==> src/rtl/sbd_pkg.sv <==
`timescale 1ns/1ps
package sbd_pkg;
    typedef enum logic [1:0] {
        ST_IDLE  = 2'd0,
        ST_EARLY = 2'd1,
        ST_LATE  = 2'd2
    } sbd_state_e;

    typedef enum logic [1:0] {
        VOTE_REJECT = 2'd0,
        VOTE_NOISY  = 2'd1,
        VOTE_CLEAN  = 2'd2
    } sbd_vote_e;

    localparam int EARLY_P0 = 3;
    localparam int EARLY_P1 = 5;
    localparam int EARLY_P2 = 7;
    localparam int LATE_P0  = 8;
    localparam int LATE_P1  = 9;
    localparam int LATE_P2  = 10;
endpackage

==> src/rtl/sbd_sync.sv <==
`timescale 1ns/1ps
module sbd_sync #(
    parameter int STAGES = 2
) (
    input  logic clk,
    input  logic rst_n,
    input  logic din,
    output logic dout
);
    logic [STAGES-1:0] stage_q;

    generate
        for (genvar g = 0; g < STAGES; g++) begin : g_stage
            if (g == 0) begin : g_first
                always_ff @(posedge clk or negedge rst_n) begin
                    if (!rst_n) stage_q[0] <= 1'b1;
                    else        stage_q[0] <= din;
                end
            end else begin : g_next
                always_ff @(posedge clk or negedge rst_n) begin
                    if (!rst_n) stage_q[g] <= 1'b1;
                    else        stage_q[g] <= stage_q[g-1];
                end
            end
        end
    endgenerate

    assign dout = stage_q[STAGES-1];
endmodule

==> src/rtl/sbd_vote.sv <==
`timescale 1ns/1ps
module sbd_vote
    import sbd_pkg::*;
(
    input  logic [2:0] zeros,
    output sbd_vote_e  verdict
);
    logic [1:0] n_zero;

    always_comb begin
        n_zero = 2'($countones(zeros));
        if (n_zero == 2'd3)      verdict = VOTE_CLEAN;
        else if (n_zero == 2'd2) verdict = VOTE_NOISY;
        else                     verdict = VOTE_REJECT;
    end
endmodule

==> src/rtl/start_bit_detector.sv <==
`timescale 1ns/1ps
module start_bit_detector
    import sbd_pkg::*;
#(
    parameter int OSR_RATE    = 16,
    parameter int SYNC_STAGES = 2
) (
    input  logic clk,
    input  logic rst_n,
    input  logic os_tick,
    input  logic rx_en,
    input  logic rx_line,
    output logic start_valid,
    output logic start_noisy,
    output logic busy
);
    localparam int CNT_W = $clog2(OSR_RATE);

    typedef struct packed {
        sbd_state_e       st;
        logic [CNT_W-1:0] pos;
        logic             prev;
        logic [1:0]       early_z;
        logic [1:0]       late_z;
        logic             early_noisy;
        logic             ok;
        logic             noisy;
    } sbd_regs_t;

    sbd_regs_t r_q, r_d;

    logic rx_s;
    logic smp_zero;
    logic [CNT_W-1:0] pos_next;
    sbd_vote_e early_v, late_v;

    sbd_sync #(.STAGES(SYNC_STAGES)) i_sync (
        .clk  (clk),
        .rst_n(rst_n),
        .din  (rx_line),
        .dout (rx_s)
    );

    assign smp_zero = ~rx_s;
    assign pos_next = r_q.pos + CNT_W'(1);

    sbd_vote i_vote_early (.zeros({smp_zero, r_q.early_z}), .verdict(early_v));
    sbd_vote i_vote_late  (.zeros({smp_zero, r_q.late_z}),  .verdict(late_v));

    always_comb begin
        r_d       = r_q;
        r_d.ok    = 1'b0;
        r_d.noisy = 1'b0;
        if (os_tick) r_d.prev = rx_s;
        unique case (r_q.st)
            ST_IDLE: begin
                if (os_tick && r_q.prev && !rx_s) begin
                    r_d.st          = ST_EARLY;
                    r_d.pos         = CNT_W'(1);
                    r_d.early_z     = 2'b00;
                    r_d.late_z      = 2'b00;
                    r_d.early_noisy = 1'b0;
                end
            end
            ST_EARLY: begin
                if (os_tick) begin
                    r_d.pos = pos_next;
                    if (pos_next == CNT_W'(EARLY_P0)) r_d.early_z[0] = smp_zero;
                    if (pos_next == CNT_W'(EARLY_P1)) r_d.early_z[1] = smp_zero;
                    if (pos_next == CNT_W'(EARLY_P2)) begin
                        if (early_v == VOTE_REJECT) begin
                            r_d.st = ST_IDLE;
                        end else begin
                            r_d.st          = ST_LATE;
                            r_d.early_noisy = (early_v == VOTE_NOISY);
                        end
                    end
                end
            end
            ST_LATE: begin
                if (os_tick) begin
                    r_d.pos = pos_next;
                    if (pos_next == CNT_W'(LATE_P0)) r_d.late_z[0] = smp_zero;
                    if (pos_next == CNT_W'(LATE_P1)) r_d.late_z[1] = smp_zero;
                    if (pos_next == CNT_W'(LATE_P2)) begin
                        r_d.st = ST_IDLE;
                        if (late_v != VOTE_REJECT) begin
                            r_d.ok    = 1'b1;
                            r_d.noisy = r_q.early_noisy || (late_v == VOTE_NOISY);
                        end
                    end
                end
            end
            default: r_d.st = ST_IDLE;
        endcase
        if (!rx_en) begin
            r_d.st    = ST_IDLE;
            r_d.ok    = 1'b0;
            r_d.noisy = 1'b0;
        end
    end

    always_ff @(posedge clk or negedge rst_n) begin
        if (!rst_n) begin
            r_q             <= '0;
            r_q.st          <= ST_IDLE;
            r_q.prev        <= 1'b1;
        end else begin
            r_q <= r_d;
        end
    end

    assign start_valid = r_q.ok;
    assign start_noisy = r_q.noisy;
    assign busy        = (r_q.st != ST_IDLE);

    assert_pulse_single_R9: assert property (@(posedge clk) disable iff (!rst_n)
        start_valid |=> !start_valid);
    assert_noise_qualifies_R9: assert property (@(posedge clk) disable iff (!rst_n)
        start_noisy |-> start_valid);
    assert_disable_idles_R7: assert property (@(posedge clk) disable iff (!rst_n)
        !rx_en |=> (!busy && !start_valid));
    assert_no_tick_no_pulse_R10: assert property (@(posedge clk) disable iff (!rst_n)
        !os_tick |=> !start_valid);
    assert_no_tick_holds_busy_R10: assert property (@(posedge clk) disable iff (!rst_n)
        (!os_tick && rx_en && busy) |=> busy);
    assert_pulse_leaves_idle_R3: assert property (@(posedge clk) disable iff (!rst_n)
        start_valid |-> !busy);
    assert_start_needs_idle_R2: assert property (@(posedge clk) disable iff (!rst_n)
        $rose(busy) |-> $past(os_tick && rx_en));
endmodule

==> config.mk <==
export PLATFORM = sky130hd
export DESIGN_NAME = start_bit_detector
export DESIGN_NICKNAME = d
export VERILOG_FILES = /design/src/rtl/sbd_pkg.sv /design/src/rtl/sbd_sync.sv /design/src/rtl/sbd_vote.sv /design/src/rtl/start_bit_detector.sv
export SDC_FILE = /design/constraint.sdc
export NUM_CORES = 1
export LEC_CHECK = 0
export CAP_MARGIN = 10
export CORE_UTILIZATION = 62
export DETAILED_ROUTE_END_ITERATION = 8
export PLACE_DENSITY = 0.84
export SETUP_SLACK_MARGIN = 0.15
export SLEW_MARGIN = 20
export SYNTH_ARGS = -nofsm -noshare
export SYNTH_HDL_FRONTEND = slang
export SYNTH_SLANG_ARGS = --single-unit
==> constraint.sdc <==
create_clock -name clk -period 3.56 [get_ports clk]
set_input_delay 0.534 -clock clk [delete_from_list [all_inputs] [get_ports clk]]
set_output_delay 0.534 -clock clk [all_outputs]
set_load 0.1 [all_outputs]
==> Word-level counts from Yosys, hierarchy flattened <==
Index checks and enable logic that the tools add are counted.
{ "totals": {"reg_bits": 16, "latchBits": 0, "ram_bits": 0, "romBits": 0, "in_bits": 5, "out_inout_bits": 3, "wordCells": 95, "n_memories": 0} }
{ "classes": {"addsub": 5, "multipliers": 0, "div_mod_pow": 0, "order_cmp": 0, "n_eq_ne": 28, "shifts": 0, "mux": 31, "bitwise": 1, "n_reduce_logical": 18} }
{ "op_table": {"columns": ["operator", "count"], "rows": [
  ["2-to-1 mux 2 bit", 13],
  ["AND reduction 4 bit", 5],
  ["2-to-1 mux 6 bit", 3],
  ["inequality test 2 bit, second input constant", 9],
  ["inequality test 3 bit, second input constant", 5],
  ["equality test 4 bit, second input constant", 3],
  ["one-hot mux 4 bit (3 select lines)", 1],
  ["equality test 2 bit, second input constant", 5],
  ["AND reduction 5 bit", 2],
  ["2-to-1 mux 1 bit", 9],
  ["equality test 4 x 3 -> 1 bit, second input constant", 2],
  ["one-hot mux 2 bit (2 select lines)", 2],
  ["nonzero test 2 bit", 4],
  ["equality test 2 x 1 -> 1 bit, second input constant", 3],
  ["one-hot mux 2 bit (3 select lines)", 1],
  ["2-to-1 mux 5 bit", 1],
  ["adder 1 x 1 -> 2 bit", 2],
  ["adder 2 x 1 -> 2 bit", 2],
  ["adder 4 x 1 -> 4 bit, second input constant", 1],
  ["equality test 4 x 2 -> 1 bit, second input constant", 1],
  ["zero test 2 bit", 2],
  ["nonzero test 3 bit", 1],
  ["logical AND 1 bit", 2],
  ["one-hot mux 1 bit (2 select lines)", 1],
  ["other kinds (3)", 3]
]} }

==> Depth between registers and ports, before layout <==
{ "depth": {"word_depth": 12, "depth_mapped": 7, "ltp_nobuf": 6} }

==> Modules after synthesis <==
From an unflattened synthesis, not the netlist that was laid out.
{ "unflattened": {"hier_cells": 108, "hier_area_um2": 1081.0} }
{ "modules_own_cells": {"columns": ["mod", "n_inst", "cells_per_inst", "area_per_inst_um2", "seq_area_each_um2"], "rows": [
  ["start_bit_detector", 1, 100, 955.9, 351.6],
  ["sbd_vote", 2, 3, 36.3, 0.0],
  ["sbd_sync", 1, 2, 52.6, 52.6]
]} }

==> Worst setup path before layout <==
No wires, ideal clock.
{ "synth_timing": {"kind": "register to output", "startpoint": "register r_q[12] in the netlist's numbering", "endpoint": "output busy", "t_arrival_ns": 1.317, "required_time_ns": 3.026, "path_slack_ns": 1.709, "path_stages_with_launch": 5, "path_buffers": 1, "cell_sequence": "dfrtp_1 > inv_1 > ha_1 > buf_6 > inv_1"} }
{ "synth_between": {"elab_chain_cells": 1} }
{ "synth_rtl": {"columns": ["item", "line", "source"], "rows": [
  ["start: declaration", "start_bit_detector.sv:30", "sbd_regs_t r_q, r_d;"],
  ["start signal: assignment", "start_bit_detector.sv:109", "r_q <= r_d;"],
  ["nonzero test 2 bit", "start_bit_detector.sv:115", "assign busy = (r_q.st != ST_IDLE);"],
  ["end: declaration", "start_bit_detector.sv:15", "output logic busy"]
]} }
Every way passes these cells.

==> Worst setup path in the final report <==
{ "layout_timing": {"startpoint": "register r_q, in the netlist start_valid", "endpoint": "output start_valid"} }
{ "layout_rtl": {"columns": ["item", "line", "source"], "rows": [
  ["end: declaration", "start_bit_detector.sv:13", "output logic start_valid,"]
]} }
No word-level cell between the ends.

==> PnR_summary.wiki <==
{| class="wikitable"
! Metric !! Value
|-
| Power density over the cells || 515.0 mW/mm2
|-
| Synth Flop Type || dfrtp_1
|-
| TritonCTS clock tree || built
|-
| Std-Cell Rows || 15
|-
| Clock tree skew after final layout || 9.570 ps
|-
| Clock tree sinks || 16
|-
| Routed len/inst || 14.22 um
|-
| Commonest cells after routing, fill and taps aside || dfrtp_1, inv_1, nand2_1
|-
| Filler cell count in the final layout || 139
|-
| Required time at the endpoint of the critical path || 3030 ps
|-
| HPWL reported at the end of detailed placement || 1660 um
|-
| Arrival @ worst endpoint || 1750 ps
|-
| Peak-usage layer in the global routing report || met2
|-
| Post-route standard cell area excluding fillers || 0.001264 mm2
|-
| Drc violations || 0
|-
| Final Hold Slack || 359.3 ps
|-
| Cells traversed along the worst timing path || clkdlybuf4s50_1
|-
| Initial DRT Pass Iterations || 4
|-
| Post-synth EDFFs || 0
|-
| M3 GR Usage || 0.03571
|-
| Overall via count from detail_route || 883
|-
| Number of global-route vias before repair || 857
|-
| Synthesized instance count || 116
|-
| Relative contribution of sequential cells to total power || 0.418
|-
| Total congestion overflow || 0
|-
| Largest net degree at the start of global routing || 17
|-
| Result of the run || completed
|-
| Worst hold path type || reg2reg
|-
| Worst Setup Slack, final || 1279 ps
|-
| Number of antenna violations at the first check in global routing || 0
|-
| Area of the core || 0.001764 mm2
|-
| Layout overhead on the synthesized area || 6.652%
|-
| Type of element launching the critical path || register
|-
| Leakage || 0.5066 nW
|-
| Vias per cell || 5.966
|-
| Post-synthesis register bit count || 16
|-
| Mean area per synthesized cell || 10.21 um2
|-
| Critical path's slowest cell || clkdlybuf4s50_1
|-
| Biggest area contributors in the synthesized netlist || dfrtp_1, ha_1, dfstp_2, inv_1, nand2_1
|-
| Crit path capture type || output pin
|-
| Inserted Clock Buffers || 3
|-
| First-pass GRT wire length || 3815 um
|-
| Met2 track utilization from global routing || 0.4143
|-
| Switch Pwr || 0.0002760 W
|-
| Gate power share || 0.426
|-
| Final antenna-violating net count || 0
|-
| # resized after CTS || 0
|-
| Worst Path Class, Setup || reg2out
|-
| Setup violation total in the final timing report || 0
|-
| Die span in y || 45.72 um
|-
| Synthesized net count || 130
|-
| Slew at the pin closest to its max-slew limit || 958.3 ps
|-
| RePlAce Congestion || 0.8075
|-
| Die width || 45.72 um
|-
| Switching power share of the total || 0.4242
|-
| Total Routed Length || 2105 um
|-
| Count of inserted antenna diode cells || 0
|-
| Most common cell after layout, fill and taps aside || dfrtp_1
|-
| Skew-Pair Late Insertion Delay || 290 ps
|-
| Number of setup buffers added after CTS || 0
|-
| Combined area of all synthesized cells || 0.001185 mm2
|-
| Placed cell areas || 0.001237 mm2
|-
| Area share of the largest cell type after synthesis || 0.2746
|-
| Starting density of the core || 0.6716
|-
| Maximum vdd drop || 0.2905 mV
|-
| Relative contribution of the clock network to total power || 0.155
|-
| Delay contributed by the slowest stage of the critical path || 1120 ps
|-
| Worst relative slew slack || 0.3591
|-
| DP Worst Slack || 1327 ps
|-
| Number of top-level design ports || 8
|-
| Setup repair after global routing missed its margin || false
|-
| Peak Freq || 438.5 MHz
|-
| Largest fanout on the critical path || 1
|-
| Share of flip-flops with an asynchronous set or reset || 1.000
|-
| Clock tree root buffer cell || clkbuf_4
|-
| Register area share after synthesis || 0.3411
|-
| Max-capacitance violation count || 0
|-
| Portion of the clock cycle consumed by the worst path in the final layout || 0.6406
|-
| Clock-pin slew on the worst setup and hold paths || 90 ps
|-
| Number of design-rule violations left by the first detailed-router iteration || 35
|-
| Fraction of layout instances using a drive strength above 1 || 0.1545
|-
| Setup tns final || 0 ps
|-
| Grt met1 use || 0.3450
|-
| Bufs on Longest Clock Path || 2
|-
| Yosys top cell by area || dfrtp_1
|-
| Overall fraction of global-route tracks in use || 0.2568
|-
| Kind of cell adding the most delay to the critical path || buffers and inverters
|-
| # port buffers || 7
|-
| Area of the die || 0.002090 mm2
|-
| Count of hold-fix buffers inserted at cts || 0
|-
| Internal power contribution || 0.0003747 W
|-
| Min cycle time layout || 2281 ps
|-
| Final-report hold violation count || 0
|-
| Total of warnings raised by yosys || 0
|-
| Total count of max-transition violations in the final report || 0
|-
| Number of H-tree levels || 1
|-
| Netlist cell types || 49
|-
| Fin nets || 138
|-
| Crit path buf inv count || 1
|}
[power groups by stage]
stage               clock [W]  sequential (W)  combinational [W]
finish               0.000101        0.000272           0.000278
detailed placement          0        0.000276           0.000276
global placement            0        0.000271           0.000268
global route         0.000108        0.000282           0.000308
floorplan                   0        0.000254           0.000255
CTS                  0.000102        0.000272           0.000277
[stage by stage]
| step | util | total power [W] | cells |
|---|---|---|---|
| floorplan | - | 0.0005094 | 116 |
| global placement | 0.7014 | 0.0005396 | 144 |
| detailed placement | 0.7014 | 0.0005518 | 144 |
| CTS | 0.7163 | 0.0006514 | 148 |
| global route | 0.7163 | 0.0006979 | 148 |
| finish | 0.7163 | 0.0006508 | 148 |
[metal layers]
metal  wire (um)  vias up
met5           0        -
met4          39        0
met3          68        5
met2        1034       19
met1         963      426
li1            -      433
[logic make-up (layout without fill, tap and decap cells)]
| logic type | after synthesis | count (layout) | share of synthesized area |
|---|---|---|---|
| AOI/OAI and AO/OA | 33 | 33 | 0.2450 |
| adders and majority gates | 9 | 9 | 0.1077 |
| buffers and inverters | 16 | 23 | 0.07708 |
| DFF | 16 | 16 | 0.3411 |
| muxes | 5 | 5 | 0.04435 |
| and+or+nand+nor | 37 | 37 | 0.1848 |
[area by class of cell]
class                      instances  area (um2)  area share
multi-input combinational         84       689.4      0.5455
sequential                        16       404.1      0.3198
timing repair buffer               7       67.56     0.05347
inverter                          12       45.04     0.03564
tap                               25       31.28     0.02475
clock buffer                       4       26.28     0.02079
[registers in the layout (all words and copies together) (netlist names)]
signal	count
r_q	12
i_sync.dout	1
i_sync.stage_q	1
start_noisy	1
start_valid	1
[cell usage after synthesis (2+ instances only)]
cell and n:
nand3b_1 3, nor2_1 3, ha_1 7, a211oi_1 2
nand3_1 3, a21o_1 2, nand2_1 11, o21ai_1 2
fa_1 2, o31ai_1 2, nor2b_1 3, a211o_1 2
inv_1 11, or2_1 2, nor3_1 2, dfrtp_1 13
o211ai_1 4, nand2b_1 3, mux2i_1 3, dfstp_2 3
buf_8 2, a21bo_4 2, o21ai_0 2, a22o_1 2
[path summary, 6_finish.rpt]
kind,from,to,slack (ps),depth (start not counted)
worst max-delay path,start_valid$_DFF_PN0_,start_valid,1280,1
worst min-delay path,i_sync.stage_q[0]$_DFF_PN1_,i_sync.dout$_DFF_PN1_,360,0
worst max register to register,r_q[8]$_DFFE_PN0P_,r_q[13]$_DFFE_PN0P_,1560,5
worst min register to register,i_sync.stage_q[0]$_DFF_PN1_,i_sync.dout$_DFF_PN1_,360,0
max in group asynchronous,rst_n,r_q[13]$_DFFE_PN0P_,2480,1
min in group asynchronous,rst_n,r_q[2]$_DFFE_PN0P_,640,1
No activity file was read; power rests on OpenSTA's default activity.
